$ cat src/rtl/wkint_pkg.sv
package wkint_pkg;
  localparam int unsigned LINES         = 28;
  localparam int unsigned REG_W         = 32;
  localparam int unsigned FIELD_W       = 4;
  localparam int unsigned GROUPS        = 4;
  localparam int unsigned FIRST_GROUP_W = 4;
  localparam int unsigned GROUP_W       = 8;
  localparam int unsigned ADDR_W        = 2;

  typedef enum logic [FIELD_W-1:0] {
    TRIG_LOW  = 4'd0,
    TRIG_HIGH = 4'd1,
    TRIG_FALL = 4'd2,
    TRIG_RISE = 4'd4,
    TRIG_BOTH = 4'd6
  } trig_e;

  typedef enum logic [ADDR_W-1:0] {
    ADDR_CFG_LO = 2'd0,
    ADDR_CFG_HI = 2'd1,
    ADDR_MASK   = 2'd2,
    ADDR_PEND   = 2'd3
  } addr_e;

  // first line of group g; group 0 is narrower than the rest
  function automatic int unsigned grp_lo(int unsigned g);
    return (g == 0) ? 0 : FIRST_GROUP_W + GROUP_W * (g - 1);
  endfunction

  function automatic int unsigned grp_hi(int unsigned g);
    return grp_lo(g + 1) - 1;
  endfunction
endpackage

$ cat src/rtl/wkint_regs.sv
module wkint_regs
  import wkint_pkg::*;
#(
  parameter int unsigned NUM_LINES = LINES,
  parameter int unsigned DATA_W    = REG_W,
  parameter int unsigned FLD_W     = FIELD_W
) (
  input  logic                             clk_i,
  input  logic                             rst_ni,
  input  logic                             we_i,
  input  logic [ADDR_W-1:0]                addr_i,
  input  logic [DATA_W-1:0]                wdata_i,
  output logic [DATA_W-1:0]                cfg_lo_o,
  output logic [DATA_W-1:0]                cfg_hi_o,
  output logic [NUM_LINES-1:0]             mask_o,
  output logic [NUM_LINES-1:0][FLD_W-1:0]  trig_o
);
  localparam int unsigned FIELDS_PER_REG = DATA_W / FLD_W;

  logic [DATA_W-1:0]    cfg_lo_q, cfg_hi_q;
  logic [NUM_LINES-1:0] mask_q;

  always_ff @(posedge clk_i or negedge rst_ni) begin
    if (!rst_ni) begin
      cfg_lo_q <= '0;
      cfg_hi_q <= '0;
      mask_q   <= '1;
    end else if (we_i) begin
      case (addr_i)
        ADDR_CFG_LO: cfg_lo_q <= wdata_i;
        ADDR_CFG_HI: cfg_hi_q <= wdata_i;
        ADDR_MASK:   mask_q   <= wdata_i[NUM_LINES-1:0];
        default: ;
      endcase
    end
  end

  // two lines per field; fields past the first word spill into the second
  for (genvar n = 0; n < NUM_LINES; n++) begin : g_field
    localparam int unsigned FIDX = n / 2;
    if (FIDX < FIELDS_PER_REG) begin : g_lo
      assign trig_o[n] = cfg_lo_q[FIDX*FLD_W +: FLD_W];
    end else begin : g_hi
      assign trig_o[n] = cfg_hi_q[(FIDX-FIELDS_PER_REG)*FLD_W +: FLD_W];
    end
  end

  assign cfg_lo_o = cfg_lo_q;
  assign cfg_hi_o = cfg_hi_q;
  assign mask_o   = mask_q;
endmodule

$ cat src/rtl/wkint_detect.sv
module wkint_detect
  import wkint_pkg::*;
#(
  parameter int unsigned NUM_LINES = LINES,
  parameter int unsigned FLD_W     = FIELD_W
) (
  input  logic                            clk_i,
  input  logic                            rst_ni,
  input  logic [NUM_LINES-1:0]            line_i,
  input  logic [NUM_LINES-1:0][FLD_W-1:0] trig_i,
  output logic [NUM_LINES-1:0]            hit_o
);
  logic [NUM_LINES-1:0] prev_q;

  always_ff @(posedge clk_i or negedge rst_ni) begin
    if (!rst_ni) prev_q <= '0;
    else         prev_q <= line_i;
  end

  for (genvar n = 0; n < NUM_LINES; n++) begin : g_line
    logic fell, rose;
    assign fell = prev_q[n] & ~line_i[n];
    assign rose = ~prev_q[n] & line_i[n];

    always_comb begin
      case (trig_i[n])
        TRIG_LOW:  hit_o[n] = ~line_i[n];
        TRIG_HIGH: hit_o[n] = line_i[n];
        TRIG_FALL: hit_o[n] = fell;
        TRIG_RISE: hit_o[n] = rose;
        TRIG_BOTH: hit_o[n] = fell | rose;
        default:   hit_o[n] = 1'b0;
      endcase
    end

    // reserved codes stay silent
    assert_undef_silent_R5: assert property (@(posedge clk_i) disable iff (!rst_ni)
      !(trig_i[n] inside {TRIG_LOW, TRIG_HIGH, TRIG_FALL, TRIG_RISE, TRIG_BOTH})
        |-> !hit_o[n]);
  end
endmodule

$ cat src/rtl/wkint_pend.sv
module wkint_pend
  import wkint_pkg::*;
#(
  parameter int unsigned NUM_LINES = LINES
) (
  input  logic                 clk_i,
  input  logic                 rst_ni,
  input  logic [NUM_LINES-1:0] set_i,
  input  logic [NUM_LINES-1:0] clr_i,
  output logic [NUM_LINES-1:0] pend_o
);
  logic [NUM_LINES-1:0] pend_q;

  // set dominates a concurrent clear
  always_ff @(posedge clk_i or negedge rst_ni) begin
    if (!rst_ni) pend_q <= '0;
    else         pend_q <= (pend_q & ~clr_i) | set_i;
  end

  assign pend_o = pend_q;

  assert_set_wins_R7: assert property (@(posedge clk_i) disable iff (!rst_ni)
    (|set_i) |=> ((pend_q & $past(set_i)) == $past(set_i)));

  assert_clear_R6: assert property (@(posedge clk_i) disable iff (!rst_ni)
    (|(clr_i & ~set_i)) |=> ((pend_q & $past(clr_i & ~set_i)) == '0));

  assert_hold_R6: assert property (@(posedge clk_i) disable iff (!rst_ni)
    1'b1 |=> ((pend_q & $past(pend_q & ~clr_i)) == $past(pend_q & ~clr_i)));
endmodule

$ cat src/rtl/wkint_group_or.sv
module wkint_group_or
  import wkint_pkg::*;
#(
  parameter int unsigned NUM_LINES  = LINES,
  parameter int unsigned NUM_GROUPS = GROUPS
) (
  input  logic [NUM_LINES-1:0]  active_i,
  output logic [NUM_GROUPS-1:0] irq_o
);
  for (genvar g = 0; g < NUM_GROUPS; g++) begin : g_grp
    localparam int unsigned LO = grp_lo(g);
    localparam int unsigned HI = grp_hi(g);
    assign irq_o[g] = |active_i[HI:LO];
  end
endmodule

$ cat src/rtl/wkint_ctrl.sv
module wkint_ctrl
  import wkint_pkg::*;
#(
  parameter int unsigned NUM_LINES  = LINES,
  parameter int unsigned DATA_W     = REG_W,
  parameter int unsigned NUM_GROUPS = GROUPS
) (
  input  logic                  clk_i,
  input  logic                  rst_ni,
  input  logic [NUM_LINES-1:0]  line_i,
  input  logic                  reg_we_i,
  input  logic [ADDR_W-1:0]     reg_addr_i,
  input  logic [DATA_W-1:0]     reg_wdata_i,
  output logic [DATA_W-1:0]     reg_rdata_o,
  output logic [NUM_GROUPS-1:0] irq_o
);
  logic [DATA_W-1:0]                 cfg_lo, cfg_hi;
  logic [NUM_LINES-1:0]              mask, pend, hit, clr;
  logic [NUM_LINES-1:0][FIELD_W-1:0] trig;
  logic [DATA_W-1:0]                 mask_ext, pend_ext;

  wkint_regs #(.NUM_LINES(NUM_LINES), .DATA_W(DATA_W), .FLD_W(FIELD_W)) u_regs (
    .clk_i   (clk_i),
    .rst_ni  (rst_ni),
    .we_i    (reg_we_i),
    .addr_i  (reg_addr_i),
    .wdata_i (reg_wdata_i),
    .cfg_lo_o(cfg_lo),
    .cfg_hi_o(cfg_hi),
    .mask_o  (mask),
    .trig_o  (trig)
  );

  wkint_detect #(.NUM_LINES(NUM_LINES), .FLD_W(FIELD_W)) u_detect (
    .clk_i (clk_i),
    .rst_ni(rst_ni),
    .line_i(line_i),
    .trig_i(trig),
    .hit_o (hit)
  );

  assign clr = (reg_we_i && reg_addr_i == ADDR_PEND) ? reg_wdata_i[NUM_LINES-1:0] : '0;

  wkint_pend #(.NUM_LINES(NUM_LINES)) u_pend (
    .clk_i (clk_i),
    .rst_ni(rst_ni),
    .set_i (hit),
    .clr_i (clr),
    .pend_o(pend)
  );

  wkint_group_or #(.NUM_LINES(NUM_LINES), .NUM_GROUPS(NUM_GROUPS)) u_grp (
    .active_i(pend & ~mask),
    .irq_o   (irq_o)
  );

  always_comb begin
    mask_ext = '0;
    pend_ext = '0;
    mask_ext[NUM_LINES-1:0] = mask;
    pend_ext[NUM_LINES-1:0] = pend;
    case (reg_addr_i)
      ADDR_CFG_LO: reg_rdata_o = cfg_lo;
      ADDR_CFG_HI: reg_rdata_o = cfg_hi;
      ADDR_MASK:   reg_rdata_o = mask_ext;
      default:     reg_rdata_o = pend_ext;
    endcase
  end

  // nothing unmasked pending means every parent is quiet
  assert_irq_gate_R9: assert property (@(posedge clk_i) disable iff (!rst_ni)
    ((pend & ~mask) == '0) |-> (irq_o == '0));

  // any unmasked pending line drives some parent
  assert_irq_live_R9: assert property (@(posedge clk_i) disable iff (!rst_ni)
    ((pend & ~mask) != '0) |-> (irq_o != '0));
endmodule

$ cat config.mk
export PLATFORM = sky130hd
export DESIGN_NAME = wkint_ctrl
export DESIGN_NICKNAME = d
export VERILOG_FILES = /design/src/rtl/wkint_pkg.sv /design/src/rtl/wkint_regs.sv /design/src/rtl/wkint_detect.sv /design/src/rtl/wkint_pend.sv /design/src/rtl/wkint_group_or.sv /design/src/rtl/wkint_ctrl.sv
export SDC_FILE = /design/constraint.sdc
export NUM_CORES = 1
export LEC_CHECK = 0
export BUFFER_PORTS_ARGS = -buffer_cell sky130_fd_sc_hd__buf_2
export CAP_MARGIN = 20
export CORE_MARGIN = 1
export CORE_UTILIZATION = 35
export DETAILED_ROUTE_END_ITERATION = 10
export GPL_TIMING_DRIVEN = 0
export PLACE_DENSITY = 0.52
export SYNTH_ARGS = -nofsm -noshare
export SYNTH_HDL_FRONTEND = slang
export SYNTH_HIERARCHICAL = 1
export SYNTH_SLANG_ARGS = --single-unit
$ cat constraint.sdc
create_clock -name clk_i -period 3.6 [get_ports clk_i]
set_clock_uncertainty 0.05 [all_clocks]
set_input_delay 0.72 -clock clk_i [delete_from_list [all_inputs] [get_ports clk_i]]
set_output_delay 0.72 -clock clk_i [all_outputs]
set_load 0.1 [all_outputs]
=== Word level (Yosys, flattened, before mapping) ===
Index checks and enable logic that the tools add are counted.

* Input port bits: 65
* Bits in writable memories: 0
* Bits in read-only memories: 0
* Output and inout port bits: 36
* Register bits after elaboration: 148
* Memories: 0
* Bits in latches: 0
* Logic and storage cells: 262

* $add $sub $neg: 0
* Reductions and logical operators: 23
* Divide/modulo/power cells: 0
* Shift operators: 0
* Bitwise gates (word level): 145
* Equality and inequality tests: 59
* Magnitude comparators: 0
* Mux-type cells: 30
* $mul: 0

{| class="wikitable"
|+ Operators with widths
! kind !! number
|-
| 1-bit case mux with 5 select lines || 28
|-
| 4-bit by 3-bit equality test with 1-bit output (second input constant) || 28
|-
| 32-bit case mux with 3 select lines || 1
|-
| 1-bit AND || 56
|-
| 28-bit AND || 2
|-
| 4-bit by 1-bit equality test with 1-bit output (second input constant) || 14
|-
| 4-bit by 2-bit equality test with 1-bit output (second input constant) || 14
|-
| 4-bit zero test || 14
|-
| 1-bit inverter || 56
|-
| 28-bit inverter || 2
|-
| 28-bit 2-to-1 mux || 1
|-
| 1-bit OR || 28
|-
| 28-bit OR || 1
|-
| 8-bit OR reduction || 3
|-
| 2-bit AND reduction || 3
|-
| 2-bit equality test (second input constant) || 2
|-
| 4-bit OR reduction || 1
|-
| 2-bit by 1-bit equality test with 1-bit output (second input constant) || 1
|-
| 2-bit zero test || 1
|-
| 1-bit logical AND || 1
|}

=== Depth between registers and ports, before layout ===
Gate-level depths: netlist (run 1).

* Depth after elaboration: 6
* Gate-level depth with buffers: 7
* Gate-level depth less buffers: 6

=== Cells and area by module ===
The synthesis (run 1) kept the hierarchy.

{| class="wikitable"
|+ Modules (own cells, without submodules)
! module !! sequential area each (um^2) !! times used !! cells an instance !! area each (um^2)
|-
| wkint_regs || 2337.2 || 1 || 308 || 4337.9
|-
| wkint_detect || 700.7 || 1 || 394 || 3264.4
|-
| wkint_ctrl || 0.0 || 1 || 104 || 1159.9
|-
| wkint_pend || 700.7 || 1 || 84 || 1016.0
|-
| wkint_group_or || 0.0 || 1 || 10 || 56.3
|}

=== Worst setup path before layout (run 1) ===
No wires, ideal clock.

* Path kind: input port to output port
* From: input port reg_addr_i[0]
* To: output port reg_rdata_o[30]
* Arrival: 2355 ps
* Setup slack: 475 ps
* Path buffers: 2
* Data required time: 2830 ps
* Stages: 4
* Path through: buf_6 > buf_8 > mux2i_1 > nor2_1

* Cells in the longest elaborated chain, start to end: 2
* Elaborated cells on any way between the ends: 4
* Classes of those cells: eq/ne: 2; mux: 1; reduce/logical: 1

{| class="wikitable"
|+ Ends and longest elaborated chain
! what !! line !! RTL
|-
| from (decl) || wkint_ctrl.sv:12 || <nowiki>input logic [ADDR_W-1:0] reg_addr_i,</nowiki>
|-
| 2-bit equality test, or another cell as far along || wkint_ctrl.sv:62 || <nowiki>case (reg_addr_i)</nowiki>
|-
| 32-bit case mux with 3 select lines * || wkint_ctrl.sv:62 ||
|-
| to (decl) || wkint_ctrl.sv:14 || <nowiki>output logic [DATA_W-1:0] reg_rdata_o,</nowiki>
|}

Every way passes the cells marked *; elsewhere a longest branch is shown, timed or not.

=== Final worst setup path (run 1) ===
* From: input port reg_addr_i[1]
* To: output port reg_rdata_o[27]

The elaborated chain is that of the path after synthesis.

==> results of run 1 <==
power groups by stage:
stage / sequential, mW / combinational, mW / clock, mW
floorplan: 2.24 / 2.03 / 0
global route: 2.38 / 2.58 / 2.09
global placement: 2.35 / 2.40 / 0
CTS: 2.32 / 2.44 / 2.02
finish: 2.32 / 2.41 / 1.97
detailed placement: 2.35 / 2.43 / 0
logic make-up (layout without fill, tap and decap cells):
kind of cell    after synthesis  count (layout)  synth area share, %
buf+inv                     223             356                13.94
compound gates              110             110                7.926
flops                       148             148                38.02
simple gates                238             238                15.25
mux                         125             125                17.74
fa+ha+maj                    56              56                7.125
other cells                   0               1                    0
synthesized netlist by cell type (6+ instances only):
library cell / number
dfrtp_1: 120
buf_4: 119
nor2b_1: 94
inv_1: 91
mux2_2: 89
ha_1: 56
nand2b_1: 32
a21o_1: 28
and2_1: 28
dfstp_2: 28
o21ai_0: 27
mux4_2: 26
nor2_1: 26
a31oi_1: 22
o211ai_1: 22
or4b_1: 22
nor3_1: 10
nand2_1: 9
nand3b_1: 6
nor4_1: 6
sequential cells by signal, indices dropped and copies added (netlist names):
name and count:
u_regs/cfg_lo_o 32, u_detect/prev_q 28, u_regs/mask_o 28, u_pend/pend_o 28, u_regs/cfg_hi_o 32
critical path, delay by kind of cell:
family   cells  cell delay, ns
buf+inv      4            1.15
mux          1            0.29
through the flow:
stage | setup WS (ns) | power (mW) | util [%] | hold slack [ns] | cells
4_1_cts | 0.6401 | 6.781 | 42.11 | 0.2239 | 1405
3_5_place_dp | 0.6409 | 4.777 | 39.77 | 0.4299 | 1373
3_3_place_gp | -0.7751 | 4.749 | 39.63 | 0.4245 | 1372
6_report | 0.6581 | 6.708 | 42.12 | 0.1818 | 1406
5_1_grt | 0.6072 | 7.051 | 42.11 | 0.2205 | 1405
2_1_floorplan | 0.4748 | 4.264 | - | 0.3744 | 900
routing by layer:
| metal | GRT usage, % | routed length, um | vias to the layer above |
|---|---|---|---|
| met5 | 0 | 19 | - |
| met4 | 4.465 | 271 | 4 |
| met3 | 2.822 | 643 | 20 |
| met2 | 26.44 | 10520 | 81 |
| met1 | 22.69 | 11150 | 3256 |
| li1 | - | - | 3240 |
final timing paths:
path / startpoint / to / cells after the start / slack, ns
max in group asynchronous: rst_ni / u_regs/mask_o[16] / 2 / 2.46
min: rst_ni / u_regs/cfg_hi_o[26] / 1 / 0.18
max: reg_addr_i[1] / reg_rdata_o[27] / 5 / 0.66
max reg2reg: u_regs/cfg_hi_o[17] / u_pend/pend_o[25] / 4 / 1.91
min in group clk_i: line_i[19] / u_detect/prev_q[19] / 1 / 0.38
min reg2reg: u_pend/pend_o[0] / u_pend/pend_o[0] / 1 / 0.45
final cells by class:
class	count	share of cell area, %
timing repair buffer	101	4.688
buffer	132	8.972
antenna	1	0.02180
clock buffer	23	3.990
clock inverter	9	1.559
inverter	91	2.976
sequential	148	32.57
tap	372	4.055
multi-input combinational	529	41.16
==> results_dict.tcl, run 1 <==
set metrics [dict create \
    synth-main-ff-cell "dfrtp_1" \
    synthArstFlopShare_pct 100.0 \
    synth_top_area_share_pct 30.53 \
    cts_setup_buffers 0 \
    hold_path_class "in2async" \
    grt_max_degree 83 \
    synth_cell_type_count 36 \
    grt_overflow_total 0 \
    clock-sinks 148 \
    die_h_um 169.6 \
    insertion_delay_ns 0.42 \
    firstDrtPassIters 4 \
    pwr-share-comb_pct 35.9 \
    synth.area.top_cells "dfrtp_1, mux2_2, buf_4" \
    ir_worst_vdd_v 0.0002428 \
    placed_cell_area_um2 10840 \
    p_per_area_nw_per_um2 584.5 \
    cp_cell_sequence "buf_2 -> buf_2 -> buf_2 -> mux4_2 -> buf_2" \
    pin_count 101 \
    mostFrequentLayoutCells "dfrtp_1, buf_4, buf_2" \
    multi_input_area_um2 4725 \
    p_sw_mw 2.421 \
    vias_per_cell 4.695 \
    critPathMaxStageDelay_ns 0.43 \
    yosys.area.top_type "dfrtp_1" \
    routed_wl_um 22610 \
    synth_seq_area_share_pct 38.02 \
    cts_buffer_depth 2 \
    cp.required_ns 2.83 \
    rows 60 \
    yosys_warnings 6 \
    fmaxAchievable_ghz 0.3399 \
    gp_congestion 0.7718 \
    period_minus_slack_ns 2.942 \
    cp_data_arrival_time_ns 2.17 \
    status "finished clean" \
    grt_pass1_wl_um 35970 \
    slowest_stage "buf_2" \
    layout-drive-gt1-share_pct 39.88 \
    dp_hpwl_um 16980 \
    grt_util_all_layers_pct 16.44 \
    cts_tree "yes" \
    nFillCells 2690 \
    dr_total_vias 6601 \
    maxCapViolCount 0 \
    ctsResizeCount 0 \
    synth_cells 900 \
    portBuffers 100 \
    intPower_mw 4.287 \
    cp_common_cell "buf_2" \
    finalSetupTns_ns 0 \
    die_area_um2 28770 \
    ys_ff_latch 148 \
    setup_viol 0 \
    finalNetCount 1141 \
    area_growth_pct 16.71 \
    antenna_found_initial 3 \
    path_max_fanout 10 \
    maxSlewHeadroom_pct 60.75 \
    synth-edff-count 0 \
    die_w_um 169.6 \
    root_buffer "clkbuf_16" \
    drc_errors 0 \
    core_um2 27250 \
    synth_area_um2 9834 \
    avgSynthCellArea_um2 10.93 \
    min_period_over_period_pct 81.72 \
    clockPowerShare_pct 29.4 \
    slew_violations 0 \
    holdBufCountCts 0 \
    swShare_pct 36.09 \
    grt_pass1_vias 6566 \
    tightest_slew_ns 0.5887 \
    clk_pin_slew_ns 0.07 \
    p_seq_share_pct 34.6 \
    finalHoldViolCount 0 \
    critPathKind "in2out" \
    drtAntennaViolNets 0 \
    htreeDepth 4 \
    stdcell_area_um2 11480 \
    start_kind "input pin" \
    drt_iter0_drc 289 \
    wire_per_inst_um 16.08 \
    rsz0062_at_grt "false" \
    mostFrequentLayoutCell "dfrtp_1" \
    register_area_um2 3739 \
    synthesis.nets 1021 \
    endpoint_kind "primary output" \
    cts_made_buffers 17 \
    leakage_nw 5.192 \
    start_util_pct 36.09 \
]
No activity file was read; power rests on OpenSTA's default activity.
==> run 2, diff against run 1 <==
clock period = 2.8 ns   (was 3.6 ns; I/O delays follow)
==> results_dict.tcl, run 2 (synthesis results as in run 1) <==
set metrics [dict create \
    insertion_delay_ns 0.42 \
    cp.required_ns 2.19 \
    gp_congestion 0.7546 \
    drc_errors 0 \
    dr_total_vias 6541 \
    swShare_pct 36.64 \
    routed_wl_um 22510 \
    die_h_um 169.6 \
    p_seq_share_pct 34.9 \
    mostFrequentLayoutCells "dfrtp_1, buf_4, buf_2" \
    pin_count 101 \
    maxSlewHeadroom_pct 62.69 \
    fmaxAchievable_ghz 0.3785 \
    multi_input_area_um2 4735 \
    firstDrtPassIters 4 \
    register_area_um2 3739 \
    rows 60 \
    cts_made_buffers 17 \
    core_um2 27250 \
    min_period_over_period_pct 94.37 \
    grt_pass1_vias 6655 \
    pwr-share-comb_pct 36.2 \
    root_buffer "clkbuf_16" \
    die_w_um 169.6 \
    area_growth_pct 16.65 \
    slew_violations 0 \
    ir_worst_vdd_v 0.0004453 \
    tightest_slew_ns 0.5597 \
    placed_cell_area_um2 10850 \
    cts_tree "yes" \
    rsz0062_at_grt "false" \
    grt_overflow_total 0 \
    path_max_fanout 10 \
    period_minus_slack_ns 2.642 \
    clk_pin_slew_ns 0.07 \
    die_area_um2 28770 \
    start_util_pct 36.09 \
    htreeDepth 4 \
    leakage_nw 5.181 \
    intPower_mw 5.416 \
    drt_iter0_drc 241 \
    ctsResizeCount 0 \
    holdBufCountCts 0 \
    mostFrequentLayoutCell "dfrtp_1" \
    p_sw_mw 3.132 \
    clock-sinks 148 \
    vias_per_cell 4.659 \
    cp_data_arrival_time_ns 2.03 \
    drtAntennaViolNets 0 \
    clockPowerShare_pct 28.9 \
    layout-drive-gt1-share_pct 40.60 \
    finalHoldViolCount 0 \
    stdcell_area_um2 11470 \
    grt_max_degree 84 \
    antenna_found_initial 2 \
    cts_setup_buffers 0 \
    hold_path_class "in2async" \
    power_mw 8.548 \
    p_per_area_nw_per_um2 745.1 \
    portBuffers 100 \
    critPathKind "in2out" \
    maxCapViolCount 0 \
    nFillCells 2657 \
    antennaDiodeCount 0 \
    grt_pass1_wl_um 36120 \
    dp_hpwl_um 16870 \
    finalNetCount 1141 \
    cts_buffer_depth 2 \
    start_kind "input pin" \
    grt_util_all_layers_pct 16.58 \
    endpoint_kind "primary output" \
    wire_per_inst_um 16.03 \
    status "finished clean" \
    setup_viol 0 \
]
## run 2: final timing paths
check / start / end / slack (ns) / cells after the start
hold / removal: rst_ni / u_regs/cfg_lo_o[26] / 0.02 / 1
max in group asynchronous: rst_ni / u_regs/mask_o[7] / 1.81 / 2
setup reg to reg: u_regs/cfg_hi_o[6] / u_pend/pend_o[19] / 1.14 / 4
min in group clk_i: line_i[17] / u_detect/prev_q[17] / 0.22 / 1
setup / recovery: reg_addr_i[1] / reg_rdata_o[13] / 0.16 / 5
hold reg to reg: u_pend/pend_o[1] / u_pend/pend_o[1] / 0.44 / 1
## run 2: power by group through the flow
stage                     Clock, mW  Combinational [mW]  Sequential (mW)
after floorplan                   0                2.61             2.87
after global placement            0                3.09             3.02
after detailed placement          0                3.12             3.02
after CTS                      2.55                3.13             2.99
after global routing           2.64                3.32             3.06
final                          2.47                3.09             2.98
## run 2: layout make-up
class,instances,share of cell area [%]
timing repair buffer,101,4.690
clock inverter,12,1.581
multi-input combinational,529,41.27
clock buffer,19,3.861
inverter,91,2.977
buffer,132,8.976
sequential,148,32.59
tap,372,4.057
## run 2: stage by stage
step                      util (%)  hold WS, ns  instances  TNS [ns]  setup slack [ns]
after floorplan                  -       0.2144        900         0            0.4532
after global placement       39.67       0.4221       1372   -176.73            -1.388
after detailed placement     39.81       0.4284       1373         0            0.1433
after CTS                    42.10      0.04474       1404         0            0.1405
after global routing         42.10      0.05190       1404         0            0.1103
final                        42.10      0.02260       1404         0            0.1577
## run 2: critical path, cell delays in order
cell,delay [ns]
buf_2,0.15
buf_2,0.21
buf_2,0.36
mux4_2,0.31
buf_2,0.44
## run 2: metal layers
metal | GRT usage (%) | part of all wire, % | vias to the layer above
li1 | - | - | 3232
met1 | 22.10 | 48 | 3214
met2 | 27.48 | 48 | 77
met3 | 3.172 | 3.1 | 16
met4 | 4.230 | 1.1 | 2
met5 | 0 | 0.071 | -
